--- config.mk ---
export PLATFORM = sky130hd
export DESIGN_NAME = los_detector
export DESIGN_NICKNAME = d
export VERILOG_FILES = /design/src/rtl/los_det_pkg.sv /design/src/rtl/los_interval_timer.sv /design/src/rtl/los_err_counter.sv /design/src/rtl/los_release_qual.sv /design/src/rtl/los_detector.sv
export SDC_FILE = /design/constraint.sdc
export NUM_CORES = 1
export LEC_CHECK = 0
export BUFFER_PORTS_ARGS = -buffer_cell sky130_fd_sc_hd__buf_2
export CORE_MARGIN = 3
export CORE_UTILIZATION = 55
export CTS_CLUSTER_DIAMETER = 50
export DETAILED_ROUTE_END_ITERATION = 7
export GPL_ROUTABILITY_DRIVEN = 0
export MAX_ROUTING_LAYER = met4
export PLACE_DENSITY = 0.73
export SETUP_SLACK_MARGIN = 0.3
export SYNTH_ARGS = -nofsm -noshare
export SYNTH_HDL_FRONTEND = slang
export SYNTH_HIERARCHICAL = 1
export SYNTH_SLANG_ARGS = --single-unit
--- constraint.sdc ---
create_clock -name clk -period 5.9 [get_ports clk]
set_clock_uncertainty 0.15 [all_clocks]
set_input_delay 0.295 -clock clk [delete_from_list [all_inputs] [get_ports clk]]
set_output_delay 0.295 -clock clk [all_outputs]
set_load 0.03 [all_outputs]
--- src/rtl/los_det_pkg.sv ---
package los_det_pkg;

    // Link condition held by the loss flag register.
    typedef enum logic {
        LINK_GOOD = 1'b0,
        LINK_LOST = 1'b1
    } link_state_e;

    // Per-cycle view of the error counter handed to the rest of the block.
    typedef struct packed {
        logic boundary;   // this cycle closes an interval
        logic reach_hi;   // count including this cycle is at/above upper threshold
        logic below_lo;   // count including this cycle is below lower threshold
    } cnt_view_t;

    // Outputs grouped as one status word.
    typedef struct packed {
        logic los;
        logic ok;
        logic nolos;
    } los_status_t;

    // Saturating increment on a 32-bit carrier; callers truncate.
    function automatic logic [31:0] sat_step(input logic [31:0] value,
                                             input logic        inc,
                                             input logic [31:0] ceiling);
        if (inc && (value < ceiling))
            return value + 32'd1;
        return value;
    endfunction

    // Compile-time legality of the threshold set.
    function automatic bit cfg_legal(input int lo, input int hi,
                                     input int cnt_w, input int interval);
        return (lo >= 1) && (lo < hi) && (hi <= (1 << cnt_w) - 1) && (interval >= 2);
    endfunction

endpackage

--- src/rtl/los_interval_timer.sv ---
module los_interval_timer
    import los_det_pkg::*;
#(
    parameter int INTERVAL = 65536
) (
    input  logic clk,
    input  logic rst,
    input  logic ref_tick,
    output logic boundary
);
    localparam int TMR_W = (INTERVAL > 2) ? $clog2(INTERVAL) : 1;
    localparam logic [TMR_W-1:0] LAST = TMR_W'(INTERVAL - 1);

    logic [TMR_W-1:0] tick_cnt;

    assign boundary = ref_tick && (tick_cnt == LAST);

    always_ff @(posedge clk) begin
        if (rst)
            tick_cnt <= '0;
        else if (ref_tick)
            tick_cnt <= (tick_cnt == LAST) ? '0 : tick_cnt + 1'b1;
    end

    // without a reference tick the interval position does not move.
    p_timer_hold_r7: assert property (@(posedge clk) disable iff (rst)
        !ref_tick |=> $stable(tick_cnt));

    // a boundary always restarts the interval from zero.
    p_timer_wrap_r7: assert property (@(posedge clk) disable iff (rst)
        boundary |=> (tick_cnt == '0));

endmodule

--- src/rtl/los_err_counter.sv ---
module los_err_counter
    import los_det_pkg::*;
#(
    parameter int CNT_W     = 8,
    parameter int HI_THRESH = 128,
    parameter int LO_THRESH = 65
) (
    input  logic      clk,
    input  logic      rst,
    input  logic      err_pulse,
    input  logic      boundary,
    output cnt_view_t view
);
    localparam logic [CNT_W-1:0] CEIL = {CNT_W{1'b1}};
    localparam logic [CNT_W-1:0] HI_C = CNT_W'(HI_THRESH);
    localparam logic [CNT_W-1:0] LO_C = CNT_W'(LO_THRESH);

    logic [CNT_W-1:0] err_cnt;
    logic [CNT_W-1:0] cnt_nxt;

    // Count including any pulse present in this cycle.
    assign cnt_nxt = CNT_W'(sat_step(32'(err_cnt), err_pulse, 32'(CEIL)));

    assign view.boundary = boundary;
    assign view.reach_hi = (cnt_nxt >= HI_C);
    assign view.below_lo = (cnt_nxt < LO_C);

    always_ff @(posedge clk) begin
        if (rst || boundary)
            err_cnt <= '0;
        else
            err_cnt <= cnt_nxt;
    end

    // within an interval the count never goes down.
    p_no_wrap_r6: assert property (@(posedge clk) disable iff (rst)
        !boundary |=> (err_cnt >= $past(err_cnt)));

    // a full counter stays full until the interval ends.
    p_sat_hold_r6: assert property (@(posedge clk) disable iff (rst)
        (err_cnt == CEIL) && !boundary |=> (err_cnt == CEIL));

endmodule

--- src/rtl/los_release_qual.sv ---
module los_release_qual
    import los_det_pkg::*;
#(
    parameter int QUAL_STAGES = 3
) (
    input  logic clk,
    input  logic rst,
    input  logic boundary,
    input  logic pass_in,
    output logic ok,
    output logic nolos
);
    logic [QUAL_STAGES-1:0] stage;

    // Stage 0 takes the newest pass bit; each later stage takes its neighbour.
    for (genvar i = 0; i < QUAL_STAGES; i++) begin : g_stage
        logic d_in;
        if (i == 0) begin : g_head
            assign d_in = pass_in;
        end else begin : g_tail
            assign d_in = stage[i-1];
        end

        always_ff @(posedge clk) begin
            if (rst)
                stage[i] <= 1'b0;
            else if (boundary)
                stage[i] <= d_in;
        end
    end

    assign ok    = stage[0];
    assign nolos = &stage;

    // the newest stage captures the pass bit at each boundary.
    p_capture_r3: assert property (@(posedge clk) disable iff (rst)
        boundary |=> (ok == $past(pass_in)));

    // the chain only moves at a boundary.
    p_chain_hold_r4: assert property (@(posedge clk) disable iff (rst)
        !boundary |=> $stable(stage));

    // a full qualifier implies the newest interval passed.
    p_nolos_ok_r4: assert property (@(posedge clk) disable iff (rst)
        nolos |-> ok);

endmodule

--- src/rtl/los_detector.sv ---
module los_detector
    import los_det_pkg::*;
#(
    parameter int INTERVAL    = 65536,
    parameter int CNT_W       = 8,
    parameter int HI_THRESH   = 128,
    parameter int LO_THRESH   = 65,
    parameter int QUAL_STAGES = 3
) (
    input  logic clk,
    input  logic rst,
    input  logic err_pulse,
    input  logic ref_tick,
    output logic los,
    output logic ok,
    output logic nolos
);
    // reject threshold sets without hysteresis or out of counter range.
    if (!cfg_legal(LO_THRESH, HI_THRESH, CNT_W, INTERVAL)) begin : g_bad_cfg
        initial $fatal(1, "los_detector: need 1 <= LO_THRESH < HI_THRESH <= 2**CNT_W-1, INTERVAL >= 2");
    end

    logic        boundary;
    cnt_view_t   view;
    logic        q_ok;
    logic        q_nolos;
    link_state_e link_q;
    link_state_e link_d;
    los_status_t status;

    los_interval_timer #(
        .INTERVAL (INTERVAL)
    ) u_timer (
        .clk      (clk),
        .rst      (rst),
        .ref_tick (ref_tick),
        .boundary (boundary)
    );

    los_err_counter #(
        .CNT_W     (CNT_W),
        .HI_THRESH (HI_THRESH),
        .LO_THRESH (LO_THRESH)
    ) u_count (
        .clk       (clk),
        .rst       (rst),
        .err_pulse (err_pulse),
        .boundary  (boundary),
        .view      (view)
    );

    los_release_qual #(
        .QUAL_STAGES (QUAL_STAGES)
    ) u_qual (
        .clk      (clk),
        .rst      (rst),
        .boundary (view.boundary),
        .pass_in  (view.below_lo),
        .ok       (q_ok),
        .nolos    (q_nolos)
    );

    // Raising wins over releasing; release needs a full qualifier.
    always_comb begin
        link_d = link_q;
        if (view.reach_hi)
            link_d = LINK_LOST;
        else if (q_nolos)
            link_d = LINK_GOOD;
    end

    always_ff @(posedge clk) begin
        if (rst)
            link_q <= LINK_LOST;
        else
            link_q <= link_d;
    end

    assign status.los   = (link_q == LINK_LOST);
    assign status.ok    = q_ok;
    assign status.nolos = q_nolos;

    assign los   = status.los;
    assign ok    = status.ok;
    assign nolos = status.nolos;

    // reaching the upper threshold raises the flag on the next edge.
    p_raise_r2: assert property (@(posedge clk) disable iff (rst)
        view.reach_hi |=> los);

    // the flag falls only after a full qualifier.
    p_release_r4: assert property (@(posedge clk) disable iff (rst)
        $fell(los) |-> $past(q_nolos));

    // an unqualified, below-upper cycle keeps a raised flag raised.
    p_hold_lost_r5: assert property (@(posedge clk) disable iff (rst)
        los && !q_nolos |=> los);

    // a clear flag stays clear unless the upper threshold is reached.
    p_hold_good_r5: assert property (@(posedge clk) disable iff (rst)
        !los && !view.reach_hi |=> !los);

endmodule

* Word level (Yosys, flattened, before mapping) *
Index checks and enable logic that the tools add are counted.

word-level totals
  memory bits (read-only) = 0
  latch bits = 0
  memories = 0
  register bits after elaboration = 28
  memory bits (writable) = 0
  logic and storage cells = 21

cells by class
  shifts and indexed selects = 0
  bitwise logic cells = 0
  reductions and logical operators = 5
  equal/unequal tests = 1
  div/mod/pow operators = 0
  $mul = 0
  add/sub/neg operators = 2
  magnitude comparators = 3
  multiplexer cells = 4

operators with widths
  operator               count
  $add 16x1->16 const B  1
  $eq 16x16->1 const B   1
  $mux 16                1
  $mux 8                 2
  $add 8x1->8 const B    1
  $ge 8x8->1 const B     1
  $lt 8x7->1 const B     1
  $lt 8x8->1 const B     1
  $reduce_and 3->1       1
  $logic_and 1x1->1      2
  $reduce_or 2->1        1
  $logic_or 1x1->1       1
  $mux 1                 1

* Depth between registers and ports, before layout *
Gate-level depths: netlist of run 1.

  depth after elaboration = 6
  gate-level depth with buffers = 8
  gate-level depth less buffers = 8

* Modules after synthesis *
The synthesis of run 1 kept the hierarchy.

modules (own cells, without submodules)
  module              cells an instance  seq. area each (um^2)  area each (um^2)  times used
  los_interval_timer  81                 320.3                  792.0             1
  los_err_counter     68                 160.2                  548.0             1
  los_release_qual    10                 60.1                   107.6             1
  los_detector        4                  20.0                   32.5              1

* Least setup slack after synthesis of run 1 *
Ideal clock, no wire load.

  path type = flip-flop to flip-flop
  start point = reg u_count.err_cnt[0]
  end point = reg u_qual.stage[0], in the netlist u_qual/ok
  required time = 5635 ps
  path buffers = 0
  cell stages (with the launch flop) = 9
  library setup time = 115 ps
  arrival = 1702 ps
  setup slack = 3934 ps
  clock period less this slack = 1966 ps
  cell sequence = dfxtp_1 ha_1 and4_4 a2111oi_4 xor2_1 a21oi_1 o211a_1 mux2i_1 nor2_1

RTL lines
  item                             RTL line                RTL
  from (decl)                      los_err_counter.sv:18   logic [CNT_W-1:0] err_cnt;
  from (signal assigned)           los_err_counter.sv:32   err_cnt <= cnt_nxt;
  to (signal, indexed assignment)  los_release_qual.sv:28  stage[i] <= d_in;
  to (decl)                        los_release_qual.sv:13  logic [QUAL_STAGES-1:0] stage;

==> results list, run 1 <==
* Post-detailed-route DRC marker count: 0
- Top cells by area in the synthesized netlist: sky130_fd_sc_hd__dfxtp_1 38%, sky130_fd_sc_hd__xor2_1 7.7%, sky130_fd_sc_hd__nor2_1 4.8%
* Cell area power density: roughly 220 nW/um^2
* Worst path top cell family by delay: compound AO/OA/AOI/OAI gates
- Max-capacitance violation count: 0
- Global-route wire length before repair: between 4000 and 5000 microns
- The HPWL after detailed placement is a little over 2000 microns.
- Final max-slew violation count: 0
* GR met1 Demand/Resource: just over 20%
- Post-synth top area share: 37.9%
- Cell count after placement: around 190
- Cell chain of the critical path: ha_1, nand4_1, o21ai_1, a2111oi_0, a221o_1, o211a_1, mux2i_1, nor2_1
- # H-tree levels: 1
- Clock network latency to the later pin of the worst-skew pair: about 330 ps
- The first detailed-routing pass ran for 4 iterations.
- Die footprint: between 3000 and 4000 sq um
- For the pin with the worst max-slew slack, the measured transition is 702 ps.
* Count of different cell masters after synthesis: 39
- Area of the mapped netlist: 1480 sq um
- Met3 Usage GRT: 2.90%
* Final #Nets: about 170
- The synthesized netlist devotes between 10% and 20% of its cell area to compound gates.
- Predominant post-synthesis flop cell: sky130_fd_sc_hd__dfxtp_1
- Clock tree root buffer cell: sky130_fd_sc_hd__clkbuf_4
* Worst path slowest cell: sky130_fd_sc_hd__dfxtp_1
* Mapped Avg Cell Area: 9.08 sq um
* Hold Path Cell Cnt: 2
- PnR Total Power: between 300 and 400 uW
* Number of setup buffers added after CTS: 0
* Post-route worst hold slack: 99.9 ps
- The Yosys step of the flow raised 6 warnings.
* Post-Synthesis Net Count: 169
- Measured against the total synthesized area, the mux share comes to 2.70%.
- Type of origin of the critical path: flip-flop
- Port buffering added 6 buffers.
* Peak-usage layer in the global routing report: met2
* Clock-pin slew on the worst setup and hold paths: 150 ps
- CP Data Arrival Time: around 2300 ps
- Floorplan Core Area: roughly 2500 sq um
- Detailed Route Iter0 Violations: about 40
* Remaining antenna violation count: 0
- CTS buffer count: 3
- Number of standard cells in the final layout excluding fillers: a little under 200
* Top achievable clock speed: roughly 0.46 GHz
- Slew Limit Headroom: around 53%
* Category of the worst setup path capture point: flip-flop
- After Yosys synthesis, and, or, nand and nor cells account for a little under a third of the synthesized area.
* Maximum net fanout on the critical path: 7
- Crit Path Class: flip-flop to flip-flop
- The number of antenna diodes in the final layout is 0.
* Signed area change from the synthesized netlist to the final layout: 4.82%
- The die is ~58 microns wide.
- Worst supply voltage drop on vdd: around 0.15 mV
- CTS Sinks: 28
* Average vias per placed instance: between 5 and 6
* Buffers and inverters on the worst path: 0
- Vias after detailed routing: 1159
- Maximum single-stage delay on the critical path: between 400 and 500 ps
* Async S/R FF share, synth: 0%
- Setup-violating endpoint count in the final report: 0
* CTS tree: done
* Initial antenna violation count: 0
- Outcome: completed
- Worst Hold Endpoint: u_timer/tick_cnt[14]
- STA puts the critical path data required time at 5990 ps.
* All-layer global routing usage: 19.4%
- Vias in the first global route: roughly 1200
- Beginning of the worst hold path: rst
* Buffer levels on the longest clock path: 2
- After detailed routing, the average wire length per cell comes to 14.1 microns.
* Pin count of the biggest net entering global routing: 17
* Overall overflow remaining after global route: 0
- Internal reg-to-reg setup slack: 3710 ps
* Flip-flop and latch count after synthesis: 28
* Final count of hold timing violations: 0
- Share of layout cells above drive strength 1: 17.5%
* Number of core rows: 18
- From bottom edge to top edge, the die measures 57.9 microns.
* Final Cycle Share: 37.1%
- Leak: approximately 0.00055 uW
- Of all cell types, the one taking the most synthesized area is sky130_fd_sc_hd__dfxtp_1.
- Global routing consumed, on the met2 layer, ~35% of the routing resources.
* Hold bufs inserted after CTS: 0
- The number of cells on the worst reg-to-reg path is 8.
- Critical R2R Launch: u_count/err_cnt[0]
* Post-synthesis share of cell area spent on full adders, half adders and majority gates: under 10%
* Filler instances: ~250
- After Yosys synthesis, XOR and XNOR cells account for 11.8% of the synthesized area.
- By area, the combinational part of the netlist is dominated by simple AND/OR/NAND/NOR gates.
* Post-layout min period: ~2200 ps
- The synthesized design contains 0 enable-type register cells.
- RSZ-0062 raised after global routing: false
* Top-Level Pins: 7
- For this configuration, the core starts out at a cell density of about three fifths.
- Type of the tightest min-delay check: primary input to flip-flop
* Synthesized instance count: roughly 160
- Endpoint of the worst register-to-register path: u_qual/ok
- Post-CTS Resized: 0
- For this block, the routed nets add up to approximately 2800 microns of wire.
- The share of the Yosys chip area taken by registers is 37.9%.
* Post-Route Setup TNS: 0 ps
## cells in the final DEF, fill, tap and decap left out, types with 3 or more instances in the layout
| master | instances |
|---|---|
| sky130_fd_sc_hd__a21oi_1 | 3 |
| sky130_fd_sc_hd__nand4_1 | 9 |
| sky130_fd_sc_hd__o21ai_0 | 5 |
| sky130_fd_sc_hd__inv_1 | 6 |
| sky130_fd_sc_hd__xnor2_1 | 7 |
| sky130_fd_sc_hd__nor2_1 | 19 |
| sky130_fd_sc_hd__buf_2 | 6 |
| sky130_fd_sc_hd__nand2_1 | 10 |
| sky130_fd_sc_hd__dfxtp_1 | 28 |
| sky130_fd_sc_hd__mux2i_1 | 4 |
| sky130_fd_sc_hd__clkbuf_4 | 3 |
| sky130_fd_sc_hd__nor2_2 | 10 |
| sky130_fd_sc_hd__nor4_1 | 4 |
| sky130_fd_sc_hd__nand3_1 | 9 |
| sky130_fd_sc_hd__xor2_1 | 13 |
## power by group
group          internal (uW)  switching (uW)  leakage (uW)
clock network           68.7            55.8     0.0000279
registers                192            4.17      0.000226
logic                   7.72            10.8      0.000299
total                    269            70.8      0.000553
## cells by family (layout without fill, tap and decap cells)
family,after synthesis,after routing
compound gates,19,19
mux,4,4
xor+xnor,20,20
simple gates,77,77
flops,28,28
buf+inv,13,16
fa+ha+maj,2,2
## stage by stage
step,area (sq um),util [%],setup slack [ps]
6_report,1550,61.5,3710
5_1_grt,1550,61.5,3530
4_1_cts,1550,61.5,3700
3_5_place_dp,1500,59.4,3700
3_3_place_gp,1500,59.4,3720
2_1_floorplan,1480,-,3930
## worst reg2reg max path: cells and delay by family, from the launching register on
kind / cells / cell delay, ps
AND/OR/NAND/NOR: 2 / 250
flip-flops: 1 / 470
AO/OA/AOI/OAI: 4 / 810
adder cells (fa/ha/maj): 1 / 320
multiplexers: 1 / 120
## final cells by class
class | count | area [sq um] | area share [%]
clock inverter | 1 | 30.0 | 1.94
clock buffer | 3 | 22.5 | 1.45
sequential | 28 | 561 | 36.1
inverter | 6 | 22.5 | 1.45
timing repair buffer | 6 | 30.0 | 1.94
tap | 30 | 37.5 | 2.42
multi-input combinational | 122 | 848 | 54.7
## how the worst max path moves through the flow
stage	from	to	slack, ps	depth (start not counted)
floorplan	u_count/err_cnt[0]	u_qual/ok	3930	8
global placement	u_count/err_cnt[0]	u_qual/ok	3720	8
finish	u_count/err_cnt[0]	u_qual/ok	3710	8
detailed placement	u_count/err_cnt[0]	u_qual/ok	3700	8
global route	u_count/err_cnt[0]	u_qual/ok	3530	8
CTS	u_count/err_cnt[0]	u_qual/ok	3700	8
## state kept, by name (all words and copies together) (netlist names)
signal / flops
los: 1
u_count/err_cnt: 8
u_qual/g_stage.d_in: 1
u_qual/ok: 1
u_qual/stage: 1
u_timer/tick_cnt: 16
## metal layers
layer | share of wire, % | routed length [microns]
met3 | 2.9 | 79
met1 | 42 | 1150
met5 | 0 | 0
met2 | 54 | 1500
met4 | 1.3 | 35
## cells in the mapped netlist, types with 2 or more instances
master,count
sky130_fd_sc_hd__o21ai_1,2
sky130_fd_sc_hd__ha_1,2
sky130_fd_sc_hd__xor2_1,13
sky130_fd_sc_hd__nor3_1,2
sky130_fd_sc_hd__nor4_1,4
sky130_fd_sc_hd__nor2_1,19
sky130_fd_sc_hd__nand4_1,9
sky130_fd_sc_hd__and4_4,2
sky130_fd_sc_hd__a21oi_1,3
sky130_fd_sc_hd__xnor2_1,7
sky130_fd_sc_hd__dfxtp_1,28
sky130_fd_sc_hd__inv_1,6
sky130_fd_sc_hd__nand3_1,9
sky130_fd_sc_hd__mux2i_1,4
sky130_fd_sc_hd__and3_1,2
sky130_fd_sc_hd__buf_6,2
sky130_fd_sc_hd__o21ai_0,5
sky130_fd_sc_hd__buf_2,3
sky130_fd_sc_hd__or3_1,2
sky130_fd_sc_hd__nor2_2,10
sky130_fd_sc_hd__o211ai_1,2
sky130_fd_sc_hd__nand2_1,10
Power figures use the tool's default switching activity.
==> inputs of run 2 (changes only) <==
--- a/config.mk
+++ b/config.mk
@@ -7,12 +7,12 @@
 export LEC_CHECK = 0
 export BUFFER_PORTS_ARGS = -buffer_cell sky130_fd_sc_hd__buf_2
 export CORE_MARGIN = 3
-export CORE_UTILIZATION = 55
+export CORE_UTILIZATION = 54
 export CTS_CLUSTER_DIAMETER = 50
 export DETAILED_ROUTE_END_ITERATION = 7
 export GPL_ROUTABILITY_DRIVEN = 0
 export MAX_ROUTING_LAYER = met4
-export PLACE_DENSITY = 0.73
+export PLACE_DENSITY = 0.74
 export SETUP_SLACK_MARGIN = 0.3
 export SYNTH_ARGS = -nofsm -noshare
 export SYNTH_HDL_FRONTEND = slang
==> constraint.sdc (replaced) <==
create_clock -name clk -period 1.9 [get_ports clk]
set_clock_uncertainty 0.15 [all_clocks]
set_input_delay 0.095 -clock clk [delete_from_list [all_inputs] [get_ports clk]]
set_output_delay 0.095 -clock clk [all_outputs]
set_load 0.03 [all_outputs]
==> run 2 against run 1 <==
Net effect:
- worst hold slack lost 170 ps
- design area increased by 29%
- combinational power grew to 6.7 times the previous value
- flip-flop and latch count unchanged
- largest power group unchanged
- routed wire length up 37%
- register-to-register slack got worse by 3700 ps
- the run now ends with hold timing, setup timing left
- global-route usage rose by 2.1 points
==> results list, run 2 (synthesis gave the netlist of run 1 again) <==
- The run finished, with violations left.
* Violated checks: hold timing, setup timing
* Die height: 58.4 microns (+0.83%)
- CP Data Arrival Time: 2040 ps (-240 ps)
- Post-layout min period: 1910 ps (-285 ps)
- Top-Level Pins: 7 (unchanged)
* Maximum net fanout on the critical path: 5 (-2)
- The total detailed-routing wirelength was 3790 microns (+37%).
- The sequential group share of total power came to 53.9% (-3.9 points).
- The global-route usage over all layers was 21.5% (+2.1 points).
- Effective utilization at floorplan: 58.2% (-0.52 points)
- The net switching power figure was 252 uW (+260%).
- The worst-case clock buffer depth was 2 (unchanged).
- Vias in the first global route: 1298 (+12%)
* Internal Pwr Total: 871 uW (+220%)
* Commonest cells after routing, fill and taps aside: 17 x sky130_fd_sc_hd__buf_4, 16 x sky130_fd_sc_hd__dfxtp_1, 13 x sky130_fd_sc_hd__nor2_1, 13 x sky130_fd_sc_hd__xor2_1
- Floorplan Core Area: 2540 sq um (+0.89%)
- The maximum number of pins on one net before global-route repair is 17 (unchanged).
- The data required time at the worst endpoint came to 2040 ps (-3950 ps).
- Slew Limit Headroom: 69.3% (+16 points)
* Die Span X: 58.4 microns (+0.83%)
- The signal on the critical path passes through ha_4, nand4_1, o21ai_1, a2111oi_1, a221o_1, o211a_1, mux2i_1, nor2_1.
- Most common library cell in the layout ignoring fill and taps: sky130_fd_sc_hd__buf_4
- Overall overflow remaining after global route: 0 (unchanged)
- Vias after detailed routing: 1337 (+15%)
- Measured slew at the worst slew-check pin: 460 ps (-242 ps)
* Maximum single-stage delay on the critical path: 450 ps (-20 ps)
- Final Cycle Share: 100% (+63 points)
- STA classifies the critical path startpoint as a flip-flop.
- WL per Instance: 16.8 microns (+19%)
- Flip-flop count of the largest register, all copies and words added: 16 (unchanged)
- Detailed Route Iter0 Violations: 68 (+66%)
- # H-tree levels: 1 (unchanged)
- Final max-slew violation count: 0 (unchanged)
- Remaining antenna violation count: 0 (unchanged)
- The proportion of power drawn by the clock network is 34.9% (-1.8 points).
- Die footprint: 3410 sq um (+1.7%)
* Combinational Power Share: 11.1% (+5.6 points)
- Biggest register: u_timer/tick_cnt
* Clock-pin slew on the worst setup and hold paths: 150 ps (about the same)
* CTS tree: done
- The global-route wire length before repair was 5600 microns (+14%).
- The largest registers in the layout are u_timer/tick_cnt: 16 flops, u_count/err_cnt: 8 flops.
- The layout net count came to 202 (+17%).
- Signed area change from the synthesized netlist to the final layout: 35.1%
* Share of layout cells above drive strength 1: 43.1% (+26 points)
* Hold bufs inserted after CTS: 1 (+1)
* Leak: 0.000737 uW (+33%)
- Max-capacitance violation count: 0 (unchanged)
- Switching part of the total: 22.5% (+1.6 points)
* CTS buffer count: 3 (unchanged)
- Sequential cell area in the final layout: 586 sq um (+4.5%)
* Category of the worst setup path capture point: flip-flop
- Setup-violating endpoint count in the final report: 1 (+1)
* Cell area power density: 562 nW/um^2 (+160%)
- Area of combinational cells with multiple inputs: 985 sq um (+16%)
- Worst Setup Slack post-DPL: -24.3 ps (-3730 ps)
* Number of core rows: 18 (unchanged)
- Setup repair after global routing could not meet its margin everywhere.
- CTS Sinks: 28 (unchanged)
- The largest voltage drop on the vdd net came to 0.704 mV (+360%).
- End-of-flow core utilization: 78.6% (+17 points)
- DP HPWL: 2150 microns (+4.4%)
- Top achievable clock speed: 0.525 GHz (+15%)
* Average vias per placed instance: 5.94 (+0.49%)
* Clock network latency to the later pin of the worst-skew pair: 330 ps (about the same)
- Initial antenna violation count: 0 (unchanged)
- The smallest hold slack is -68.4 ps (-168 ps).
- The total of buffers placed on input and output ports came to 6 (unchanged).
- The total negative slack is -5.44 ps (-5.44 ps).
- The number of filler instances in the final layout is 162 (-34%).
* Post-detailed-route DRC marker count: 0 (unchanged)
* Crit Path Class: flip-flop to flip-flop
* Final count of hold timing violations: 9 (+9)
* Worst path slowest cell: sky130_fd_sc_hd__a2111oi_1
- Antenna cell count: 0 (unchanged)
- The tree is rooted in a sky130_fd_sc_hd__clkbuf_4.
* Setup slack of the critical path after layout: -5.44 ps (-3720 ps)
- Drt first pass iters: 4 (unchanged)
- In this run the worst hold path is classified as primary input to flip-flop.
## run 2: metrics by stage
stage	power, uW	cells	instance area [sq um]
floorplan	678	163	1550
global route	1160	225	2000
global placement	703	204	1650
detailed placement	707	204	1650
finish	1120	225	2000
CTS	1110	217	1820
## run 2: worst max-delay path: cells and delay by family (launching register included)
family                   cells  cell delay (ps)
AO/OA/AOI/OAI                4              910
adder cells (fa/ha/maj)      1              170
flip-flops                   1              390
multiplexers                 1               60
AND/OR/NAND/NOR              2              170
## run 2: cell type report
cell class / instances / area share (%)
Tap cell: 30 / 1.88
Sequential cell: 28 / 29.3
Multi-Input combinational cell: 122 / 49.2
Inverter: 6 / 1.13
Clock inverter: 1 / 1.50
Timing Repair Buffer: 35 / 15.8
Clock buffer: 3 / 1.13
## run 2: power groups by stage
stage | Clock (uW) | Combinational [uW] | Sequential (uW)
CTS | 396 | 105 | 607
global placement | 0 | 81.2 | 622
detailed placement | 0 | 84.8 | 623
floorplan | 0 | 54.8 | 624
global route | 421 | 135 | 607
finish | 393 | 125 | 606
## run 2: final timing paths
kind	from	to	slack [ps]	depth (start not counted)
max	u_count/err_cnt[0]	u_qual/ok	-5	8
min	rst	u_qual/stage[2]	-70	2
max reg2reg	u_count/err_cnt[0]	u_qual/ok	-5	8
min reg2reg	los	los	320	2
## run 2: routing by layer
metal	vias to the layer above	global-route usage, %	part of all wire, %
met2	39	37.6	53
li1	636	-	-
met5	-	-	0
met3	10	4.82	3.5
met1	652	23.3	41
met4	0	8.94	2.3
## run 2: repair_timing
action / in CTS / in global routing
hold endpoints to repair: 11 / 9
pin swaps: 9 / 17
cloned: 1 / 0
setup endpoints to repair: 24 / 26
resized for setup: 10 / 33
buffers inserted: 7 / 8
==> inputs of run 3 (changes only) <==
--- a/config.mk
+++ b/config.mk
@@ -6,6 +6,7 @@
 export NUM_CORES = 1
 export LEC_CHECK = 0
 export BUFFER_PORTS_ARGS = -buffer_cell sky130_fd_sc_hd__buf_2
+export CAP_MARGIN = 20
 export CORE_MARGIN = 3
 export CORE_UTILIZATION = 54
 export CTS_CLUSTER_DIAMETER = 50
@@ -13,7 +14,6 @@
 export GPL_ROUTABILITY_DRIVEN = 0
 export MAX_ROUTING_LAYER = met4
 export PLACE_DENSITY = 0.74
-export SETUP_SLACK_MARGIN = 0.3
 export SYNTH_ARGS = -nofsm -noshare
 export SYNTH_HDL_FRONTEND = slang
 export SYNTH_HIERARCHICAL = 1
==> run 3 against run 2 <==
Net effect:
- the flow now finishes without violations
- setup slack gained 53 ps
- global-route usage decreased by 2.1 points
- design area decreased by 12%
- critical path depth unchanged
- flip-flop and latch count unchanged
- final cell count down 3.1%
==> results list, run 3 (synthesis gave the netlist of run 1 again) <==
* Outcome: completed
* Setup slack of the critical path after layout: 47.8 ps (+53.3 ps)
- The critical path in this run is classified as flip-flop to flip-flop.
- The number of diodes is 0 (unchanged).
- Overall overflow remaining after global route: 0 (unchanged)
- Setup-violating endpoint count in the final report: 0 (-1)
* Leak: 0.000665 uW (-9.8%)
- Type of the tightest min-delay check: primary input to flip-flop
* Die footprint: 3410 sq um (unchanged)
- Measured slew at the worst slew-check pin: 401 ps (-58.3 ps)
* RSZ-0062 raised after global routing: true
- The number of hold violations in the final report is 0 (-9).
- The number of vias per cell was 5.63 (-5.3%).
- Pin count of the biggest net entering global routing: 17 (unchanged)
* Initial antenna violation count: 0 (unchanged)
* Top achievable clock speed: 0.540 GHz (+2.9%)
- The number of design rule violations left after detail routing was 0 (unchanged).
* Category of the worst setup path capture point: flip-flop
- Effective utilization at floorplan: 58.2% (unchanged)
* Port buffer count: 6 (unchanged)
- Beginning of the worst hold path: err_pulse
- The number of placed instances, taps included was 212 (+3.9%).
- Most common library cell in the layout ignoring fill and taps: sky130_fd_sc_hd__dfxtp_1
- The normalized max-slew margin is 72.6% (+3.3 points).
- The number of standard-cell rows in the floorplan is 18 (unchanged).
- Die Span X: 58.4 microns (unchanged)
* Cell area power density: 613 nW/um^2 (+9.1%)
* Type of origin of the critical path: flip-flop
- Share of layout cells above drive strength 1: 30.9% (-12 points)
- Vias in the first global route: 1185 (-8.7%)
* Final max-slew violation count: 0 (unchanged)
- The global-route wire length before repair was 4980 microns (-11%).
- The number of buffers created by CTS came to 3 (unchanged).
- The chip height was 58.4 microns (unchanged).
- DP HPWL: 2130 microns (-1.3%)
* Top-Level Pins: 7 (unchanged)
- Critical R2R Launch: u_count/err_cnt[0]
- CTS Sinks: 28 (unchanged)
* All-layer global routing usage: 19.5% (-2.1 points)
- Remaining antenna violation count: 0 (unchanged)
- Routed WL: 2760 microns (-27%)
* Post-route worst hold slack: 75.8 ps (+144 ps)
- The largest registers in the layout are u_timer/tick_cnt: 16 flops, u_count/err_cnt: 8 flops.
- Commonest cells after routing, fill and taps aside: 23 x sky130_fd_sc_hd__dfxtp_1, 20 x sky130_fd_sc_hd__buf_4, 18 x sky130_fd_sc_hd__nor2_1
- The maximum net fanout on the critical path came to 5 (unchanged).
* Number of setup buffers added after CTS: 0 (-7)
- The total non-filler cell area in the finished layout is 1760 sq um (-12%).
- The detailed-router iteration count before antenna repair came to 4 (unchanged).
- The worst-case clock buffer depth was 2 (unchanged).
- Crit path required time: 1980 ps (-60 ps)
* Signed area change from the synthesized netlist to the final layout: 19.1%
- Instance area after placement: 1650 sq um (unchanged)
- The clock transition time at the flip-flop clock pins of the worst setup and hold paths came to 140 ps (about the same).
- Final #Nets: 195 (-3.5%)
- The number of vias after detailed routing is 1227 (-8.2%).
* Number of standard cells in the final layout excluding fillers: 218 (-3.1%)
* Clock network latency to the later pin of the worst-skew pair: 330 ps (about the same)
* End-of-flow core utilization: 69.3% (-9.3 points)
* Final Cycle Share: 97.5% (-2.8 points)
* Biggest register: u_timer/tick_cnt
* Worst Setup Slack post-DPL: -17.2 ps (+7.09 ps)
- # H-tree levels: 1 (unchanged)
- The arrival time at the worst endpoint came to 1940 ps (-100 ps).
- Worst supply voltage drop on vdd: 0.472 mV (-33%)
- The average detailed-routed wire length per instance is 12.7 microns (-25%).
- The root buffer cell chosen for the clock tree is sky130_fd_sc_hd__clkbuf_4.
* CTS tree: done
- The most critical setup path has its startpoint at u_count/err_cnt[0].
- Floorplan Core Area: 2540 sq um (unchanged)
* Flip-flop count of the largest register, all copies and words added: 16 (unchanged)
- The max-capacitance violation count was 0 (unchanged).
- Detailed Route Iter0 Violations: 61 (-10%)
- The final period demand of the worst path is 1850 ps (-53.3 ps).
run 3: worst paths after layout:
kind | to | slack [ps] | depth (start not counted)
hold reg to reg | los | 310 | 2
hold / removal | u_count/err_cnt[1] | 80 | 4
setup / recovery | u_qual/ok | 50 | 8
setup reg to reg | u_qual/ok | 50 | 8
run 3: area by class of cell:
class                           count  area [sq um]
Clock inverter                      1          30.0
Clock buffer                        3          22.5
Multi-Input combinational cell    122           883
Inverter                            6          22.5
Fill cell                         204           782
Tap cell                           30          37.5
Sequential cell                    28           567
Timing Repair Buffer               28           200
run 3: routing by layer:
layer / track usage (%) / routed length [microns] / up-vias
met5: - / 0 / -
met4: 11.6 / 84 / 0
met3: 1.97 / 79 / 7
met2: 34.1 / 1450 / 26
met1: 21.0 / 1150 / 571
li1: - / - / 623
run 3: worst max-delay path, cell delays in order, from the launching register on:
cell and delay, ps:
sky130_fd_sc_hd__dfxtp_2 360, sky130_fd_sc_hd__ha_4 170, sky130_fd_sc_hd__and4_4 150, sky130_fd_sc_hd__a2111oi_4 290, sky130_fd_sc_hd__xor2_1 200, sky130_fd_sc_hd__a21oi_1 60, sky130_fd_sc_hd__o211a_1 210, sky130_fd_sc_hd__mux2i_1 120
sky130_fd_sc_hd__nor2_1 50
run 3: through the flow:
| stage | TNS (ps) | total power, uW |
|---|---|---|
| finish | 0 | 1080 |
| global route | -77.4 | 1130 |
| CTS | 0 | 1090 |
| detailed placement | -17.2 | 697 |
| global placement | 0 | 692 |
| floorplan | 0 | 666 |
run 3: what timing repair did:
item	4_1_cts	5_1_grt
pin swaps	2	4
setup endpoints to repair	1	10
endpoints found under the hold margin	11	0
resized for setup	2	8
hold buffers	2	0
run 3: where the power goes:
group	internal (uW)	switching, uW
logic	44.4	45.7
clock network	214	170
registers	598	9.57
total	856	225
